--- config.mk ---
export PLATFORM = sky130hd
export DESIGN_NAME = dbg_csr_top
export DESIGN_NICKNAME = d
export VERILOG_FILES = /design/src/rtl/dbg_csr_pkg.sv /design/src/rtl/dbg_bkpt_seq.sv /design/src/rtl/dbg_cause_flags.sv /design/src/rtl/dbg_mode_ctrl.sv /design/src/rtl/dbg_csr_top.sv
export SDC_FILE = /design/constraint.sdc
export NUM_CORES = 1
export LEC_CHECK = 0
export ABC_AREA = 1
export CAP_MARGIN = 20
export CORE_UTILIZATION = 21
export DETAILED_ROUTE_END_ITERATION = 8
export PLACE_DENSITY_LB_ADDON = 0.08
export SLEW_MARGIN = 20
export SYNTH_ARGS = -nofsm -noshare
export SYNTH_HDL_FRONTEND = slang
export SYNTH_SLANG_ARGS = --single-unit
--- constraint.sdc ---
create_clock -name clk_i -period 0.9 [get_ports clk_i]
set_input_delay 0.27 -clock clk_i [delete_from_list [all_inputs] [get_ports clk_i]]
set_output_delay 0.27 -clock clk_i [all_outputs]
set_load 0.02 [all_outputs]
--- src/rtl/dbg_csr_pkg.sv ---
package dbg_csr_pkg;
  localparam int unsigned CSR_W     = 32;
  localparam int unsigned ST_W      = 4;
  localparam int unsigned N_GO_FLAG = 3;  // trg, halt, bkpt
  localparam int unsigned B_ST_LO   = 28;
  localparam int unsigned B_FOF     = 27;
  localparam int unsigned B_TRG     = 26;
  localparam int unsigned B_HALT    = 25;
  localparam int unsigned B_BKPT    = 24;
  localparam int unsigned B_REV_LO  = 20;
  localparam int unsigned B_IPW     = 16;
  localparam int unsigned B_MAP     = 15;
  localparam int unsigned B_TRC     = 14;

  typedef enum logic [ST_W-1:0] {
    ST_OFF   = 4'b0000,
    ST_WAIT1 = 4'b0001,
    ST_HIT1  = 4'b0010,
    ST_WAIT2 = 4'b0101,
    ST_HIT2  = 4'b0110
  } bkpt_st_e;
endpackage

--- src/rtl/dbg_bkpt_seq.sv ---
module dbg_bkpt_seq
  import dbg_csr_pkg::*;
(
  input  logic     clk_i,
  input  logic     rst_ni,
  input  logic     tdef_we_i,
  input  logic     l1_en_i,
  input  logic     l2_en_i,
  input  logic     l1_hit_i,
  input  logic     l2_hit_i,
  input  logic     rd_i,
  output bkpt_st_e st_o
);
  bkpt_st_e st_q, st_d;
  logic     l2_arm_q;

  always_comb begin
    st_d = st_q;
    if (tdef_we_i) begin
      st_d = l1_en_i ? ST_WAIT1 : ST_OFF;
    end else begin
      unique case (st_q)
        ST_WAIT1: if (l1_hit_i) st_d = l2_arm_q ? ST_WAIT2 : ST_HIT1;
        ST_WAIT2: if (l2_hit_i) st_d = ST_HIT2;
        ST_HIT1, ST_HIT2: if (rd_i) st_d = ST_OFF;
        default: st_d = st_q;
      endcase
    end
  end

  always_ff @(posedge clk_i or negedge rst_ni) begin
    if (!rst_ni) begin
      st_q     <= ST_OFF;
      l2_arm_q <= 1'b0;
    end else begin
      st_q <= st_d;
      if (tdef_we_i) l2_arm_q <= l1_en_i & l2_en_i;
    end
  end

  assign st_o = st_q;

  AST_RD_CLR_DONE: assert property (@(posedge clk_i) disable iff (!rst_ni)
    (!tdef_we_i && rd_i && (st_q == ST_HIT1 || st_q == ST_HIT2)) |=> st_q == ST_OFF);
  AST_RD_KEEP_WAIT: assert property (@(posedge clk_i) disable iff (!rst_ni)
    (!tdef_we_i && rd_i && st_q == ST_WAIT2 && !l2_hit_i) |=> st_q == ST_WAIT2);
  AST_L2_DONE: assert property (@(posedge clk_i) disable iff (!rst_ni)
    (!tdef_we_i && st_q == ST_WAIT2 && l2_hit_i) |=> st_q == ST_HIT2);
  AST_ARM_WINS: assert property (@(posedge clk_i) disable iff (!rst_ni)
    (tdef_we_i && l1_en_i) |=> st_q == ST_WAIT1);
endmodule

--- src/rtl/dbg_cause_flags.sv ---
module dbg_cause_flags
  import dbg_csr_pkg::*;
#(
  parameter int unsigned N_FLAG = N_GO_FLAG
) (
  input  logic              clk_i,
  input  logic              rst_ni,
  input  logic              fof_evt_i,
  input  logic [N_FLAG-1:0] evt_i,
  input  logic              go_i,
  input  logic              rd_i,
  output logic              fof_o,
  output logic [N_FLAG-1:0] flag_o
);
  logic fof_q;

  // set has priority over clear
  always_ff @(posedge clk_i or negedge rst_ni) begin
    if (!rst_ni)        fof_q <= 1'b0;
    else if (fof_evt_i) fof_q <= 1'b1;
    else if (rd_i)      fof_q <= 1'b0;
  end
  assign fof_o = fof_q;

  for (genvar g = 0; g < N_FLAG; g++) begin : g_flag
    logic f_q;
    always_ff @(posedge clk_i or negedge rst_ni) begin
      if (!rst_ni)            f_q <= 1'b0;
      else if (evt_i[g])      f_q <= 1'b1;
      else if (rd_i || go_i)  f_q <= 1'b0;
    end
    assign flag_o[g] = f_q;

    AST_FLAG_SET_WINS: assert property (@(posedge clk_i) disable iff (!rst_ni)
      evt_i[g] |=> f_q);
    AST_FLAG_CLR: assert property (@(posedge clk_i) disable iff (!rst_ni)
      (!evt_i[g] && (rd_i || go_i)) |=> !f_q);
  end

  AST_FOF_GO_KEEP: assert property (@(posedge clk_i) disable iff (!rst_ni)
    (fof_q && go_i && !rd_i) |=> fof_q);
endmodule

--- src/rtl/dbg_mode_ctrl.sv ---
module dbg_mode_ctrl
  import dbg_csr_pkg::*;
(
  input  logic             clk_i,
  input  logic             rst_ni,
  input  logic             cpu_we_i,
  input  logic [CSR_W-1:0] cpu_wdata_i,
  input  logic             host_we_i,
  input  logic [CSR_W-1:0] host_wdata_i,
  output logic             ipw_o,
  output logic             map_o,
  output logic             trc_o
);
  logic ipw_q, map_q, trc_q;
  logic cpu_ok;

  assign cpu_ok = cpu_we_i & ~ipw_q;

  always_ff @(posedge clk_i or negedge rst_ni) begin
    if (!rst_ni) begin
      ipw_q <= 1'b0;
      map_q <= 1'b0;
      trc_q <= 1'b0;
    end else if (host_we_i) begin
      ipw_q <= host_wdata_i[B_IPW];
      map_q <= host_wdata_i[B_MAP];
      trc_q <= host_wdata_i[B_TRC];
    end else if (cpu_ok) begin
      map_q <= cpu_wdata_i[B_MAP];
      trc_q <= cpu_wdata_i[B_TRC];
    end
  end

  assign ipw_o = ipw_q;
  assign map_o = map_q;
  assign trc_o = trc_q;

  AST_IPW_HOST_ONLY: assert property (@(posedge clk_i) disable iff (!rst_ni)
    !host_we_i |=> $stable(ipw_q));
  AST_IPW_BLOCK: assert property (@(posedge clk_i) disable iff (!rst_ni)
    (ipw_q && !host_we_i) |=> ($stable(map_q) && $stable(trc_q)));
  AST_HOST_WINS: assert property (@(posedge clk_i) disable iff (!rst_ni)
    host_we_i |=> (map_q == $past(host_wdata_i[B_MAP])));
endmodule

--- src/rtl/dbg_csr_top.sv ---
module dbg_csr_top
  import dbg_csr_pkg::*;
#(
  parameter logic [3:0] REV_LEVEL = 4'h0
) (
  input  logic             clk_i,
  input  logic             rst_ni,
  input  logic             tdef_we_i,
  input  logic             tdef_l1_en_i,
  input  logic             tdef_l2_en_i,
  input  logic             l1_hit_i,
  input  logic             l2_hit_i,
  input  logic             fof_evt_i,
  input  logic             trg_evt_i,
  input  logic             halt_evt_i,
  input  logic             bkpt_evt_i,
  input  logic             go_i,
  input  logic             rd_i,
  input  logic             cpu_we_i,
  input  logic [CSR_W-1:0] cpu_wdata_i,
  input  logic             host_we_i,
  input  logic [CSR_W-1:0] host_wdata_i,
  output logic [CSR_W-1:0] rdata_o,
  output logic             cpu_wr_ok_o,
  output logic             map_o,
  output logic             trc_o
);
  bkpt_st_e             st;
  logic                 fof;
  logic [N_GO_FLAG-1:0] flags;
  logic                 ipw, map_b, trc_b;

  dbg_bkpt_seq u_seq (
    .clk_i     (clk_i),
    .rst_ni    (rst_ni),
    .tdef_we_i (tdef_we_i),
    .l1_en_i   (tdef_l1_en_i),
    .l2_en_i   (tdef_l2_en_i),
    .l1_hit_i  (l1_hit_i),
    .l2_hit_i  (l2_hit_i),
    .rd_i      (rd_i),
    .st_o      (st)
  );

  // flag order: [2]=trg [1]=halt [0]=bkpt, matches bits 26..24
  dbg_cause_flags #(.N_FLAG(N_GO_FLAG)) u_flags (
    .clk_i     (clk_i),
    .rst_ni    (rst_ni),
    .fof_evt_i (fof_evt_i),
    .evt_i     ({trg_evt_i, halt_evt_i, bkpt_evt_i}),
    .go_i      (go_i),
    .rd_i      (rd_i),
    .fof_o     (fof),
    .flag_o    (flags)
  );

  dbg_mode_ctrl u_mode (
    .clk_i        (clk_i),
    .rst_ni       (rst_ni),
    .cpu_we_i     (cpu_we_i),
    .cpu_wdata_i  (cpu_wdata_i),
    .host_we_i    (host_we_i),
    .host_wdata_i (host_wdata_i),
    .ipw_o        (ipw),
    .map_o        (map_b),
    .trc_o        (trc_b)
  );

  always_comb begin
    rdata_o                              = '0;
    rdata_o[B_ST_LO +: ST_W]             = st;
    rdata_o[B_FOF]                       = fof;
    rdata_o[B_BKPT +: N_GO_FLAG]         = flags;
    rdata_o[B_REV_LO +: 4]               = REV_LEVEL;
    rdata_o[B_IPW]                       = ipw;
    rdata_o[B_MAP]                       = map_b;
    rdata_o[B_TRC]                       = trc_b;
  end

  assign cpu_wr_ok_o = ~ipw;
  assign map_o       = map_b;
  assign trc_o       = trc_b;

  AST_RSVD_ZERO: assert property (@(posedge clk_i) disable iff (!rst_ni)
    (rdata_o[19:17] == 3'b0) && (rdata_o[13:0] == 14'b0));
endmodule

# Word-level counts from Yosys, hierarchy flattened

Index checks and enable logic that the tools add are counted.

Flip-flop bits (word level): 12
Input bits: 79
Output and inout port bits: 35

Eq/ne operators: 7
Multiplexer cells: 17
Bitwise operators: 3
Reduce and logical (&&, ||, !) cells: 9

Operators with widths:

| operator           | count |
|---|---|
| $mux 4             | 4 |
| $pmux 4 s3         | 1 |
| $mux 1             | 11 |
| $reduce_bool 2->1  | 5 |
| $ne 3x3->1 const B | 3 |
| $eq 4x3->1 const B | 2 |
| $eq 4x1->1 const B | 1 |
| $eq 4x2->1 const B | 1 |
| $reduce_and 4->1   | 1 |
| $reduce_bool 4->1  | 1 |
| $mux 3             | 1 |
| $and 1x1->1        | 2 |
| $reduce_or 2->1    | 1 |
| $logic_or 1x1->1   | 1 |
| $not 1->1          | 1 |

# Logic depth before layout (Yosys ltp)

Gate-level depths: netlist (run 1).

Depth in word-level cells: 4
Gate-level depth with buffers: 8
Gate-level depth less buffers: 8

# By module

Synthesis (run 1) repeated with hierarchy kept, for this count alone.

Cells, all modules: 107
Area, all modules: 785.8 um2

By module, submodules not included:

| module          | times used | cells an instance | area an instance (um2) |
|---|---|---|---|
| dbg_bkpt_seq    | 1          | 40                | 270.3 |
| dbg_csr_top     | 1          | 27                | 195.2 |
| dbg_cause_flags | 1          | 19                | 173.9 |
| dbg_mode_ctrl   | 1          | 21                | 146.4 |

# Worst setup path before layout (run 1)

No wires, ideal clock.

Path kind: register -> register
Start point: register u_seq.st_q[0] (netlist: u_seq.st_o[0])
End point: register u_seq.st_q[1] (netlist: u_seq.st_o[1])
Library setup time: 118 ps
Data arrival time: 987 ps
Data required time: 782 ps
Setup slack: -206 ps
Stages on the path, launching flop included: 8
Path buffers: 0
Period minus slack after synthesis: 1106 ps
Path through: dfrtp_1 inv_2 nor2_2 nand2_1 nand2_2 nand2_2 nand3_1 nand2_1

Longest elaborated chain between the ends: 4
Elaborated cells on any way between the ends: 12
Classes of those cells: 7 x eq/ne; 2 x mux; 3 x reduce/logical

RTL lines:

| what                                                 | RTL line           | RTL |
|---|---|---|
| from (decl)                                          | dbg_bkpt_seq.sv:14 | `bkpt_st_e st_q, st_d;` |
| from (signal assigned)                               | dbg_bkpt_seq.sv:36 | `st_q <= st_d;` |
| $eq 4x2->1 or $eq 4x3->1 (tied branches)             | dbg_bkpt_seq.sv:22 | `unique case (st_q)` |
| $reduce_or 2->1                                      | dbg_bkpt_seq.sv:22 |  |
| $ne 3x3->1 (no line), or another cell as far along   | -                  |  |
| $reduce_and 4->1 (no line) or $mux 4 (tied branches) | -                  |  |

Parallel ways exist; a longest one is shown, timed or not.
A chain may end at the register's enable or synchronous reset.

# Worst setup path after layout (run 1)

Start point: register u_seq.st_q[0] (netlist: u_seq.st_o[0])
End point: register u_seq.st_q[0] (netlist: u_seq.st_o[0])

The elaborated chain is that of the path after synthesis.

==> impl_metrics.yaml, run 1 <==
yosys:
  async_flop_share_pct: 100
  yosysTopAreaCell: "dfrtp_1"
  netlist_top_cells_area: "dfrtp_1 (35%), buf_4 (28%), nand2_1 (8.1%), inv_1 (5.3%), nand3_1 (4.5%)"
  yosysMostFrequentCell: "buf_4"
  avgSynthCellArea_um2: 7.99
  yosysWarnings: 0
  synth.distinct_cells: 18
  syn_inst: 98
  syn_area_um2: 783
  synth_edf_count: 0
  ys_ff_latch: 11
  synth_top_area_share_pct: 35.1
  synthTopCellsByCount: "buf_4 (29), nand2_1 (17), dfrtp_1 (11), inv_1 (11), nand3_1 (7)"
  ys_seq_area_share_pct: 35.1
  ys.flop_type: "dfrtp_1"
power_and_ir_drop:
  p_sw_w: 0.000612
  swShare_pct: 34.1
  power_density_mw_per_mm2: 1460
  comb_power_share_pct: 38.6
  p_int_w: 0.00118
  vdd_drop_max_uv: 580
  pwr-share-clk_pct: 28.5
  finalPower_w: 0.00179
  p_leak_nw: 0.620
  seqPwrFrac_pct: 32.9
grt:
  antenna_found_initial: 0
  first_global_vias: 590
  grt_max_degree: 12
  gr-total-overflow: 0
  grt_pass1_wl_um: 2730
  grt_util_all_layers_pct: 9.24
clock_network:
  ctsHoldBuffers: 0
  cts_tree: "done"
  cts.sinks: 11
  path_clk_slew_ns: 0.05
  cts_root_buffer: "clkbuf_8"
  clock_path_buffers: 2
  worstSkewPairLatency_ns: 0.24
  htreeDepth: 1
  cts_inserted_buffers: 3
floorplan:
  die_h_um: 63.1
  die_area_mm2: 0.00398
  core_mm2: 0.00344
  row_count: 21
  start_util_pct: 22.8
  boundaryPins: 114
  die_w_um: 63.1
detailed_routing:
  num_vias: 666
  drt-pass1-iter-count: 4
  drtAntennaViolNets: 0
  viasPerCell: 3.68
  drcViolationCount: 0
  drt-initial-drc-count: 10
  drt-total-wl_um: 1710
  wl_per_cell_um: 9.44
place:
  io_buffers: 32
  gp_congestion: 0.725
  place_hpwl_um: 1230
sta:
  period_share_pct: 122
  final-setup-viol-count: 18
  fmax_mhz: 908
  final-max-slew-violation-count: 0
  worst_slack_ns: -0.202
  final_hold_viol_count: 0
  finalCriticalPeriod_ns: 1.10
  finClkSkew_ns: 0.00598
  rsz0062_at_grt: "true"
  hold_ws_ns: 0.362
worst_setup_path:
  r2r-start: "u_seq.st_o[0]$_DFFE_PN0P_"
  rrSetupSlack_ns: -0.20
  crit_required_ns: 1.04
  end_kind: "register"
  r2r_end: "u_seq.st_o[0]$_DFFE_PN0P_"
  cp.arrival_ns: 1.24
  start_kind: "register"
  crit_fanout: 4
  worstSetupPathType: "reg -> reg"
  worstRegToRegCells: 8
  critPathLaunch: "u_seq.st_o[0]$_DFFE_PN0P_"
final_layout:
  drive_above_1_share_pct: 31.9
  syn2layout_area_growth_pct: 56.9
  diodes: 0
  layout.nets: 215
job:
  maxCapViolCount: 0
hold_path:
  min_path_type: "in -> async"
outcome:
  outcome: "finished with violations"
  violations: "negative setup slack"
==> cell type report <==
type | count | area [um2]
fill | 362 | 2210
timing repair buffer | 41 | 419
multi-input combinational | 66 | 362
sequential | 11 | 278
inverter | 13 | 67.6
tap | 46 | 57.6
clock buffer | 4 | 45.0
==> registers in the layout (all words and copies together), names as in the netlist <==
name	flops
u_seq.l2_arm_q	1
u_mode.map_o	1
u_flags.g_flag.f_q	3
u_flags.fof_o	1
u_mode.trc_o	1
u_seq.st_o	3
u_mode.ipw_o	1
==> cell usage in the layout, fill, tap and decap left out <==
master            n
a21oi_1           1
a31oi_1           2
buf_12            1
buf_2             2
buf_4             4
buf_6            15
bufinv_8          1
clkbuf_1          1
clkbuf_8          3
clkdlybuf4s50_1  16
conb_1           22
dfrtp_1           9
dfrtp_2           2
dlygate4sd2_1     2
dlymetal6s2s_1    1
inv_1             9
inv_2             2
inv_6             1
nand2_1          14
nand2_2           2
nand2_4           4
nand3_1           5
nand3_2           2
nand3_4           1
nand4_1           3
nor2_2            2
nor2_4            1
o21ai_0           2
o21bai_1          4
or2_1             1
==> layer usage <==
layer | track usage, % | up-vias | share of wire, %
li1 | - | 332 | -
met1 | 12.6 | 290 | 49
met2 | 12.1 | 39 | 40
met3 | 1.99 | 5 | 7.5
met4 | 7.85 | 0 | 3.3
met5 | 0 | - | 0
==> logic make-up after synthesis <==
| logic type | count (synthesis) | share of synthesized area [%] |
|---|---|---|
| buffers and inverters | 42 | 35.8 |
| AOI/OAI and AO/OA | 9 | 7.35 |
| other | 1 | 0.479 |
| DFF | 11 | 35.1 |
| and+or+nand+nor | 35 | 21.2 |
==> power groups by stage <==
stage | clock, W | combinational, W | sequential (W)
5_1_grt | 0.000548 | 0.000750 | 0.000598
2_1_floorplan | 0 | 0.000369 | 0.000630
6_report | 0.000510 | 0.000693 | 0.000590
3_3_place_gp | 0 | 0.000602 | 0.000584
4_1_cts | 0.000530 | 0.000639 | 0.000586
3_5_place_dp | 0 | 0.000599 | 0.000585
==> through the flow <==
stage          TNS, ns  util, %  cells  cell area [um2]  setup slack (ns)
3_5_place_dp     -7.38     31.7    175             1090            -0.400
5_1_grt          -3.44     35.7    181             1230            -0.300
6_report         -2.73     35.7    181             1230            -0.202
3_3_place_gp     -7.32     31.7    175             1090            -0.400
2_1_floorplan   -0.447        -    119              865            -0.152
4_1_cts          -2.77     33.9    180             1170            -0.206
==> worst max-delay path by stage <==
stage,end,slack [ns],depth (start not counted)
6_report,u_seq.st_o[0]$_DFFE_PN0P_,-0.20,8
5_1_grt,u_seq.st_o[0]$_DFFE_PN0P_,-0.30,8
4_1_cts,u_seq.st_o[0]$_DFFE_PN0P_,-0.21,9
3_5_place_dp,u_seq.st_o[0]$_DFFE_PN0P_,-0.40,6
3_3_place_gp,u_seq.st_o[0]$_DFFE_PN0P_,-0.40,6
2_1_floorplan,u_seq.st_o[0]$_DFFE_PN0P_,-0.15,6
==> worst max-delay path: stages (launching register included) <==
cell and delay (ns):
dfrtp_2 0.37, buf_6 0.12, inv_6 0.04, nor2_4 0.13
nand2_2 0.08, nand2_4 0.07, nand2_4 0.06, nand3_1 0.07
nand2_1 0.05
==> timing repair <==
item,CTS,global route
gates resized for setup,83,14
pin swaps,5,8
cloned,0,0
setup endpoints to repair,21,21
buffers inserted,1,1
(Power assumes the default switching activity.)
==> inputs of run 2 (changes only) <==
CORE_MARGIN = 2   (was not set)
SKIP_CTS_REPAIR_TIMING = 1   (was not set)
==> impl_metrics.yaml, run 2 (synthesis gave the netlist of run 1 again) <==
clock_network:
  clock_path_buffers: 2
  worstSkewPairLatency_ns: 0.24
  path_clk_slew_ns: 0.05
  cts_tree: "done"
  htreeDepth: 1
  cts.sinks: 11
  cts_inserted_buffers: 3
  cts_root_buffer: "clkbuf_8"
outcome:
  violations: "negative setup slack"
  outcome: "finished with violations"
sta:
  fin_setup_tns_ns: -2.82
  period_share_pct: 127
  fmax_mhz: 875
  hold_ws_ns: 0.312
  worst_slack_ns: -0.243
  final-setup-viol-count: 18
  final-max-slew-violation-count: 0
  finalCriticalPeriod_ns: 1.14
  rsz0062_at_grt: "true"
  finClkSkew_ns: 0.000605
  final_hold_viol_count: 0
worst_setup_path:
  worstRegToRegCells: 7
  crit_required_ns: 1.03
  end_kind: "register"
  crit_fanout: 6
  start_kind: "register"
  r2r-start: "u_seq.st_o[1]$_DFFE_PN0P_"
  cp.arrival_ns: 1.27
  worstSetupPathType: "reg -> reg"
  rrSetupSlack_ns: -0.24
  r2r_end: "u_seq.st_o[1]$_DFFE_PN0P_"
floorplan:
  row_count: 22
  start_util_pct: 21.6
  boundaryPins: 114
  die_w_um: 65.1
  core_mm2: 0.00363
  die_area_mm2: 0.00423
  die_h_um: 65.1
detailed_routing:
  drtAntennaViolNets: 0
  wl_per_cell_um: 9.35
  drt-initial-drc-count: 19
  drt-pass1-iter-count: 4
  viasPerCell: 3.62
  num_vias: 673
  drcViolationCount: 0
  drt-total-wl_um: 1740
hold_path:
  worst_hold_path.endpoint: "u_flags.fof_o$_DFFE_PN0P_"
  min_path_type: "in -> reg"
  hp-start: "rd_i"
  hold_path_depth: 2
place:
  place_inst: 179
  place_hpwl_um: 1310
  io_buffers: 32
  gp_congestion: 0.818
  post_dp_cell_area_mm2: 0.00111
final_layout:
  final_cell_mix: "conb_1 (22), clkdlybuf4s50_1 (16), buf_6 (14), nand2_1 (13), inv_1 (10)"
  final_cell_count_no_fill: 186
  syn2layout_area_growth_pct: 62.1
  diodes: 0
  layout.nets: 218
  postLayoutCellArea_mm2: 0.00127
  layout_commonest_cell: "conb_1"
  n_fill_cell: 402
  drive_above_1_share_pct: 32.6
power_and_ir_drop:
  power_density_mw_per_mm2: 1420
  vdd_drop_max_uv: 419
  p_leak_nw: 0.665
  finalPower_w: 0.00180
grt:
  grt_util_all_layers_pct: 8.59
  gr-total-overflow: 0
  first_global_vias: 573
  antenna_found_initial: 0
  grt_max_degree: 12
  grt_pass1_wl_um: 2640
job:
  maxCapViolCount: 0
==> run 2: cell types whose count changed in the layout (fill, tap and decap cells not counted), moves of 2 or more <==
cell	before	now
nor2_2	2	0
nor2_1	0	2
buf_2	2	0
dlymetal6s2s_1	1	4
buf_4	4	8
dlygate4sd2_1	2	0
==> run 2: worst max path at each step <==
stage | from | slack (ns) | cells after the start | end
floorplan | u_seq.st_o[1]$_DFFE_PN0P_ | -0.15 | 6 | u_seq.st_o[0]$_DFFE_PN0P_
global placement | rd_i | -0.43 | 6 | u_seq.st_o[1]$_DFFE_PN0P_
detailed placement | rd_i | -0.42 | 6 | u_seq.st_o[1]$_DFFE_PN0P_
CTS | u_mode.ipw_o$_DFFE_PN0P_ | -0.66 | 2 | cpu_wr_ok_o
global route | u_seq.st_o[1]$_DFFE_PN0P_ | -0.30 | 7 | u_seq.st_o[1]$_DFFE_PN0P_
finish | u_seq.st_o[1]$_DFFE_PN0P_ | -0.24 | 7 | u_seq.st_o[1]$_DFFE_PN0P_
==> run 2: cell type report <==
cell class	instances	area [um2]	share of cell area, %
repair buffers	44	453	35.7
multi-input cells	66	367	28.9
flip-flops and latches	11	278	21.9
inverters	13	67.6	5.32
well taps	48	60.1	4.73
clock buffers	4	45.0	3.55
==> run 2: power by group <==
part	leakage, nW	internal [W]	switching (W)
clock	0.0228	0.000311	0.000186
sequential	0.130	0.000547	0.0000434
combinational	0.512	0.000342	0.000374
==> run 2: through the flow <==
stage	util, %	setup slack, ns
final	35.0	-0.243
after global routing	35.0	-0.301
after CTS	31.7	-0.658
after detailed placement	30.5	-0.423
after global placement	30.5	-0.430
after floorplan	-	-0.152
==> run 2: critical path, stage by stage (launching register included) <==
cell and delay [ns]:
dfrtp_2 0.42, buf_6 0.14, nor2_4 0.12, nand2_2 0.08
nand2_4 0.09, nand2_4 0.07, nand3_2 0.07, nand2_2 0.05
==> run 2: metal layers <==
metal,wire (um),GRT usage [%],vias to the layer above
met5,0,0,-
met4,50,7.03,0
met3,186,2.78,4
met2,759,12.5,40
met1,744,10.2,295
li1,-,-,334
